**config.mk**
```make
export PLATFORM = sky130hd
export DESIGN_NAME = par_sram_wrap
export DESIGN_NICKNAME = d
export VERILOG_FILES = /design/src/rtl/sram_par_pkg.sv /design/src/rtl/par_encode.sv /design/src/rtl/par_array.sv /design/src/rtl/par_check.sv /design/src/rtl/par_err_ctrl.sv /design/src/rtl/par_sram_wrap.sv
export SDC_FILE = /design/constraint.sdc
export NUM_CORES = 2
export LEC_CHECK = 0
export ABC_AREA = 1
export BUFFER_PORTS_ARGS = -buffer_cell sky130_fd_sc_hd__buf_4
export CELL_PAD_IN_SITES_DETAIL_PLACEMENT = 1
export CELL_PAD_IN_SITES_GLOBAL_PLACEMENT = 1
export CORE_MARGIN = 2
export CORE_UTILIZATION = 25
export CTS_CLUSTER_SIZE = 12
export DETAILED_ROUTE_END_ITERATION = 8
export PLACE_DENSITY = 0.53
export SLEW_MARGIN = 0
export SYNTH_ARGS = -nofsm -noshare
export SYNTH_HDL_FRONTEND = slang
export SYNTH_SLANG_ARGS = --single-unit
```
**constraint.sdc**
```tcl
create_clock -name clk -period 5.55 [get_ports clk]
set_input_delay 0.555 -clock clk [delete_from_list [all_inputs] [get_ports clk]]
set_output_delay 0.555 -clock clk [all_outputs]
set_load 0.01 [all_outputs]
```
**src/rtl/sram_par_pkg.sv**
```systemverilog
package sram_par_pkg;
    localparam int LANES  = 4;
    localparam int BYTE_W = 8;
    localparam int WORD_W = LANES * BYTE_W;

    typedef logic [LANES-1:0]  lane_mask_t;
    typedef logic [WORD_W-1:0] word_t;

    typedef struct packed {
        word_t      data;
        lane_mask_t par;
    } stored_word_t;

    typedef enum logic [1:0] {
        OP_IDLE  = 2'd0,
        OP_READ  = 2'd1,
        OP_WRITE = 2'd2
    } op_e;

    // even parity bit per byte lane: makes byte plus bit carry an even count of ones
    function automatic lane_mask_t lane_parity(input word_t w);
        lane_mask_t p;
        for (int i = 0; i < LANES; i++) begin
            p[i] = ^w[i*BYTE_W +: BYTE_W];
        end
        return p;
    endfunction
endpackage

```
**src/rtl/par_encode.sv**
```systemverilog
module par_encode
    import sram_par_pkg::*;
(
    input  word_t        wdata,
    input  logic         invert,
    output stored_word_t enc
);
    lane_mask_t good;

    always_comb begin
        good     = lane_parity(wdata);
        enc.data = wdata;
        enc.par  = invert ? ~good : good;
    end
endmodule

```
**src/rtl/par_array.sv**
```systemverilog
module par_array
    import sram_par_pkg::*;
#(
    parameter  int DEPTH = 64,
    localparam int AW    = $clog2(DEPTH)
) (
    input  logic         clk,
    input  logic         we,
    input  logic         re,
    input  logic [AW-1:0] addr,
    input  lane_mask_t   lane_we,
    input  stored_word_t wword,
    output stored_word_t rword
);
    localparam int SLICE_W = BYTE_W + 1;

    for (genvar g = 0; g < LANES; g++) begin : g_lane
        logic [SLICE_W-1:0] mem [DEPTH];
        logic [SLICE_W-1:0] rd_q;

        always_ff @(posedge clk) begin
            if (we && lane_we[g]) begin
                mem[addr] <= {wword.par[g], wword.data[g*BYTE_W +: BYTE_W]};
            end
            if (re) begin
                rd_q <= mem[addr];
            end
        end

        assign rword.data[g*BYTE_W +: BYTE_W] = rd_q[BYTE_W-1:0];
        assign rword.par[g]                   = rd_q[BYTE_W];
    end
endmodule

```
**src/rtl/par_check.sv**
```systemverilog
module par_check
    import sram_par_pkg::*;
(
    input  stored_word_t rword,
    input  logic         rvalid,
    output lane_mask_t   lane_bad,
    output logic         any_bad
);
    always_comb begin
        lane_bad = rvalid ? (lane_parity(rword.data) ^ rword.par) : '0;
        any_bad  = |lane_bad;
    end
endmodule

```
**src/rtl/par_err_ctrl.sv**
```systemverilog
module par_err_ctrl (
    input  logic clk,
    input  logic rst,
    input  logic rd_err,
    input  logic err_clr,
    input  logic rst_req_en,
    output logic err_flag,
    output logic rst_req
);
    logic err_q;

    always_ff @(posedge clk) begin
        if (rst) begin
            err_q <= 1'b0;
        end else if (rd_err) begin
            err_q <= 1'b1;
        end else if (err_clr) begin
            err_q <= 1'b0;
        end
    end

    assign err_flag = err_q | rd_err;
    assign rst_req  = rd_err & rst_req_en;


    err_sticky_chk: assert property (@(posedge clk) disable iff (rst)
        (err_flag && !err_clr) |=> err_flag);


    err_clear_chk: assert property (@(posedge clk) disable iff (rst)
        (err_clr && !rd_err) |=> !err_q);


    rst_req_flag_chk: assert property (@(posedge clk) disable iff (rst)
        rst_req |-> err_flag);
endmodule

```
**src/rtl/par_sram_wrap.sv**
```systemverilog
module par_sram_wrap
    import sram_par_pkg::*;
#(
    parameter  int DEPTH = 64,
    localparam int AW    = $clog2(DEPTH)
) (
    input  logic              clk,
    input  logic              rst,
    input  logic              req_valid,
    input  logic              req_write,
    input  logic [AW-1:0]     req_addr,
    input  logic [LANES-1:0]  req_strb,
    input  logic [WORD_W-1:0] req_wdata,
    input  logic              par_invert,
    input  logic              rst_req_en,
    input  logic              err_clr,
    output logic              rsp_valid,
    output logic [WORD_W-1:0] rsp_rdata,
    output logic              rsp_perr,
    output logic              err_flag,
    output logic              rst_req
);
    op_e          op;
    stored_word_t wr_word;
    stored_word_t rd_word;
    lane_mask_t   lane_bad;
    logic         any_bad;
    logic         rsp_q;

    always_comb begin
        if (!req_valid)     op = OP_IDLE;
        else if (req_write) op = OP_WRITE;
        else                op = OP_READ;
    end

    par_encode u_enc (
        .wdata  (req_wdata),
        .invert (par_invert),
        .enc    (wr_word)
    );

    par_array #(.DEPTH(DEPTH)) u_mem (
        .clk     (clk),
        .we      (op == OP_WRITE),
        .re      (op == OP_READ),
        .addr    (req_addr),
        .lane_we (req_strb),
        .wword   (wr_word),
        .rword   (rd_word)
    );

    always_ff @(posedge clk) begin
        if (rst) rsp_q <= 1'b0;
        else     rsp_q <= (op == OP_READ);
    end

    par_check u_chk (
        .rword    (rd_word),
        .rvalid   (rsp_q),
        .lane_bad (lane_bad),
        .any_bad  (any_bad)
    );

    par_err_ctrl u_err (
        .clk        (clk),
        .rst        (rst),
        .rd_err     (any_bad),
        .err_clr    (err_clr),
        .rst_req_en (rst_req_en),
        .err_flag   (err_flag),
        .rst_req    (rst_req)
    );

    assign rsp_valid = rsp_q;
    assign rsp_rdata = rd_word.data;
    assign rsp_perr  = any_bad;


    rsp_after_read_chk: assert property (@(posedge clk) disable iff (rst)
        rsp_valid |-> $past(req_valid && !req_write));


    perr_in_rsp_chk: assert property (@(posedge clk) disable iff (rst)
        rsp_perr |-> (rsp_valid && err_flag));


    quiet_after_reset_chk: assert property (@(posedge clk) disable iff (rst)
        $past(rst) |-> (!rsp_valid && !err_flag && !rst_req));


    lane_mask_chk: assert property (@(posedge clk) disable iff (rst)
        (lane_bad != '0) |-> rsp_valid);
endmodule

```
Word-level counts from Yosys, hierarchy flattened
Memories as Yosys holds them, arrays and structs flattened. A register that Yosys moved wholly into a read port is not among the register bits.
Index checks and enable logic that the tools add are counted.
- register bits after elaboration: 2
- RAM bits: 2304
- bits of input ports: 49
- output and inout port bits: 36
- memories kept: 4
- equal/unequal tests: 2
- mux-type cells: 14
- bitwise operators: 4
- reductions and logical operators: 14
- memories (name ; depth ; width ; read ports ; clocked after memory_dff ; wr ports ; RTL line ; RTL):
    u_mem.g_lane[0].mem ; 64 ; 9 ; 1 ; 1 ; 1 ; par_array.sv:18 ; logic [SLICE_W-1:0] mem [DEPTH];
    u_mem.g_lane[1].mem ; 64 ; 9 ; 1 ; 1 ; 1 ; par_array.sv:18 ;
    u_mem.g_lane[2].mem ; 64 ; 9 ; 1 ; 1 ; 1 ; par_array.sv:18 ;
    u_mem.g_lane[3].mem ; 64 ; 9 ; 1 ; 1 ; 1 ; par_array.sv:18 ;
- operators with widths (cell ; number):
    XOR reduction 8 bit ; 8
    two-way mux 1 bit ; 10
    two-way mux 4 bit ; 2
    logical AND 1 bit ; 4
    two-way mux 2 bit ; 2
    inverter 4 bit ; 1
    OR reduction 4 bit ; 1
    XOR 4 bit ; 1
    equality test 2 x 1 -> 1 bit, second input constant ; 1
    equality test 2 bit, second input constant ; 1
    nonzero test 2 bit ; 1
    AND 1 bit ; 1
    OR 1 bit ; 1

Longest topological paths before layout
- depth in word-level cells: 6
- gate-level depth with buffers: 14
- gate-level depth less buffers: 13

Modules after synthesis
Synthesis repeated with hierarchy kept, for this count alone.
- cells, all modules: 10152
- area total of the unflattened synthesis: 100929.3 µm²
- modules (own cells, without submodules) (module ; instances ; cells each ; area an instance (µm²) ; sequential area each (µm²)):
    par_array ; 1 ; 9767 ; 99181.4 ; 70267.4
    par_check ; 1 ; 210 ; 835.8 ; 0.0
    par_encode ; 1 ; 158 ; 810.8 ; 0.0
    par_err_ctrl ; 1 ; 10 ; 53.8 ; 20.0
    par_sram_wrap ; 1 ; 7 ; 47.5 ; 20.0

Worst setup path before layout
OpenSTA, ideal clock, no wires.
- path type: input-to-reg
- start: input req_wdata[1]
- end: memory u_mem.g_lane[0].mem[0][8] in the netlist's numbering, data pin
- data arrival time: 2.799 ns
- required time: 5.015 ns
- path slack: 2.216 ns
- stages on the path: 4
- path buffers: 0
- cell sequence: xnor2_1 -> xor2_1 -> xor2_1 -> xor2_1
- RTL lines (what ; RTL line ; RTL):
    start: declaration ; par_sram_wrap.sv:13 ; input logic [WORD_W-1:0] req_wdata,
    end: declaration ; par_array.sv:18 ;

Final worst setup path
- start: register u_mem.g_lane[0].rd_q[2], read port of u_mem.g_lane[0].mem
- end: output err_flag
- word-level cells in the longest chain between the ends: 5
- RTL lines (what ; RTL line ; RTL):
    start: declaration ; par_array.sv:19 ; logic [SLICE_W-1:0] rd_q;
    XOR reduction 8 bit ; sram_par_pkg.sv:24 ; p[i] = ^w[i*BYTE_W +: BYTE_W];
    XOR 4 bit ; par_check.sv:10 ; lane_bad = rvalid ? (lane_parity(rword.data) ^ rword.par) : '0;
    two-way mux 4 bit ; par_check.sv:10 ;
    OR reduction 4 bit ; par_check.sv:11 ; any_bad = |lane_bad;
    OR 1 bit ; par_err_ctrl.sv:22 ; assign err_flag = err_q | rd_err;
    end: declaration ; par_sram_wrap.sv:20 ; output logic err_flag,
Every way passes these cells.

==> impl_results.md <==
* Status: complete, no violations
* Cell Pwr Density at 368 nW/µm²
* Top area cells in the synthesized netlist: edfxtp_1 79%, nand2_1 8.7%, a22oi_1 2.3%
* Net Sw Frac at 22.3%
* Netlist cell types at 26
* Top-area cell type share of the netlist area at 79.0%
* FF-to-FF path depth at 11
* DR DRC count at 0
* Port buffer count at 84
* Final Cycle Share at 74.3%
* WS Path Type: reg -> out
* Hold Path Depth at 1
* First-pass GRT wire length at 436 mm
* Setup Viol. Count Final at 0
* Initial DRT Pass Iterations at 7
* Share of post-route cells with drive strength above 1 at 9.68%
* Clock sink count at 2342
* Synth cell count leaders: 2340 x edfxtp_1, 2069 x nand2_1, 395 x nor2_1, 274 x nand4_1, 267 x a22oi_1
* HPWL Detailed at 180 mm
* Placed cell area at 95900 µm²
* Hold Fails Final Rpt at 0
* Worst skew pair latency at 0.97 ns
* Syn nets at 6499
* Final ANT Viol Nets at 0
* Hold WC Path Type: in -> reg
* Via-to-Cell Ratio at 4.71
* DR iter-0 viols at 4837
* Via total after detailed routing at 54700
* Combinational share of power at 4.9%
* Seq/Total Area, Yosys at 79.0%
* Post-synth ARST share at 0%
* Worst-path clk slew at 0.06 ns
* Pre-CTS WS at 1.46 ns
* Crit path DAT at 3.57 ns
* Synth area leader: edfxtp_1
* Max Freq at 243 MHz
* Clock Skews at 0.0506 ns
* I/O pin total at 85
* Die outline area at 361000 µm²
* Mapped Area at 89000 µm²
* Num CTS Buffers at 276
* Worst r2r src: u_mem.g_lane[0].rd_q[2]
* Largest net degree at the start of global routing at 121
* Crit end category: output pin
* P_sw at 8.56 mW
* Core Box Area at 355000 µm²
* Area growth, synth to finish at 16.8%
* Max clock buf depth at 4
* Cell internal pwr at 29.7 mW
* CP Launch Type: flop
* CP Launch Point: u_mem.g_lane[0].rd_q[2]
* Post-detailed-route wirelength per cell at 26.8 µm
* Worst Max-Slew Pin Slew at 1.40 ns
* Die Span Y at 601 µm
* Syn Inst Count at 6450
* Layout Nets at 6740
* Hold path startpoint: req_wdata[7]
* Power Total at 38.3 mW
* Slew Limit Fails at 0
* WP data required at 4.99 ns
* Post-synth EDFFs at 2340
* CTS tree: yes
* Number of placement rows at 219
* Yosys warnings at 0
* Initial Util at 25.1%
* Setup ws final at 1.43 ns
* Max-Cap Viols at 0
* GPL Wtd Cong at 0.766
* Syn Area/Cell at 13.8 µm²
* Clk pwr share at 43.3%
* Crit-path max FO at 4
* CTS H-tree depth at 5
* Setup TNS at 0 ns
* Cell with the most instances after synthesis: edfxtp_1
* Final Cell Area at 104000 µm²
* Root Buffer: clkbuf_16
* Fillers at 38200
* Number of synthesized register bits at 2342
* Max rail drop VDD at 352 µV
* Final min period at 4.12 ns
* Initial antenna violation count at 19
* Die X at 601 µm
* Sequential share of power at 51.8%
* RSZ-0062 raised after global routing: no
* Number of global-route vias before repair at 55500
* GRT Util Overall at 16.8%
* Pleak at 34.1 nW
* Grt ovf at 0
* Relative slew slack at 6.15%
* Fin util at 29.3%
* DRT Wirelength at 312 mm
* Dominant synthesized flop cell: edfxtp_1
==> worst max-delay path: stages, from the launching register on <==
cell,delay (ns)
edfxtp_1,0.58
nand2_1,0.14
inv_1,0.04
nor2_1,0.08
nand2_1,0.06
nand2_1,0.08
nand3_1,0.07
nand3_1,0.25
nand2_1,0.53
nor2_1,0.51
nand2_1,0.09
buf_4,0.16
==> path summary, 6_finish.rpt <==
| check | end | slack [ns] |
|---|---|---|
| max | err_flag | 1.43 |
| min | u_mem.g_lane[0].mem[32][7] | 0.07 |
| max reg2reg | u_err.err_q | 2.37 |
| min reg2reg | u_mem.g_lane[1].rd_q[2] | 0.75 |
==> layout make-up <==
class / count / area, µm² / area share, %
clock inverter: 103 / 613 / 0.590
antenna: 7 / 17.5 / 0.0169
clock buffer: 346 / 7360 / 7.08
inverter: 143 / 589 / 0.567
sequential: 2342 / 70300 / 67.6
tap: 4751 / 5940 / 5.72
timing repair buffer: 310 / 2450 / 2.36
multi-input combinational: 3618 / 16700 / 16.0
==> logic make-up (layout without fill, tap and decap cells) <==
logic type / Yosys count / after routing / synth area share (%)
other: 0 / 7 / 0
buffers and inverters: 490 / 902 / 2.44
DFF: 2342 / 2342 / 79.0
xor gates and xnor gates: 51 / 51 / 0.502
and+or+nand+nor: 2958 / 2958 / 13.6
AOI/OAI and AO/OA: 609 / 609 / 4.45
==> per-layer routing <==
layer / vias to the layer above / GRT usage, % / routed length (µm)
met5: - / 0 / 59
met4: 12 / 5.19 / 9020
met3: 398 / 2.53 / 17100
met2: 1639 / 27.8 / 149000
met1: 28900 / 22.7 / 136000
li1: 23700 / - / -
==> flip-flops by register name, summed over array words and instances (netlist names) <==
register	count
u_mem.g_lane.mem	2304
rsp_valid	1
u_mem.g_lane.rd_q	36
u_err.err_q	1
==> power groups by stage <==
stage               Combinational, mW  Clock, mW  Sequential (mW)
floorplan                       0.829          0             20.2
global placement                 1.88          0             20.2
detailed placement               1.93          0             20.2
CTS                              1.93       16.9             19.8
global route                     2.05       17.5             19.8
finish                           1.89       16.6             19.8
==> per-stage QoR <==
| step | hold WS (ns) | std cells |
|---|---|---|
| after floorplan | 0.508 | 6450 |
| final | 0.0672 | 11600 |
| after CTS | 0.0220 | 11600 |
| after global placement | 0.530 | 11200 |
| after global routing | 0.0483 | 11600 |
| after detailed placement | 0.531 | 11200 |
==> cell usage in the layout, fill, tap and decap left out, types with 60 or more instances in the layout <==
cell type / count
o21ai_1: 77
o21ai_0: 151
clkbuf_1: 60
clkinv_1: 64
clkbuf_16: 284
inv_1: 133
nor2_1: 394
edfxtp_1: 2340
a22oi_1: 267
nand3_1: 198
nand4_1: 274
buf_4: 295
nand2_1: 2069
==> repair_timing <==
action | in CTS | in global routing
hold buffers | 6 | 0
resized for setup | 0 | 0
hold endpoints to repair | 31 | 0
setup buffers | 0 | 0
(Power assumes the default switching activity.)
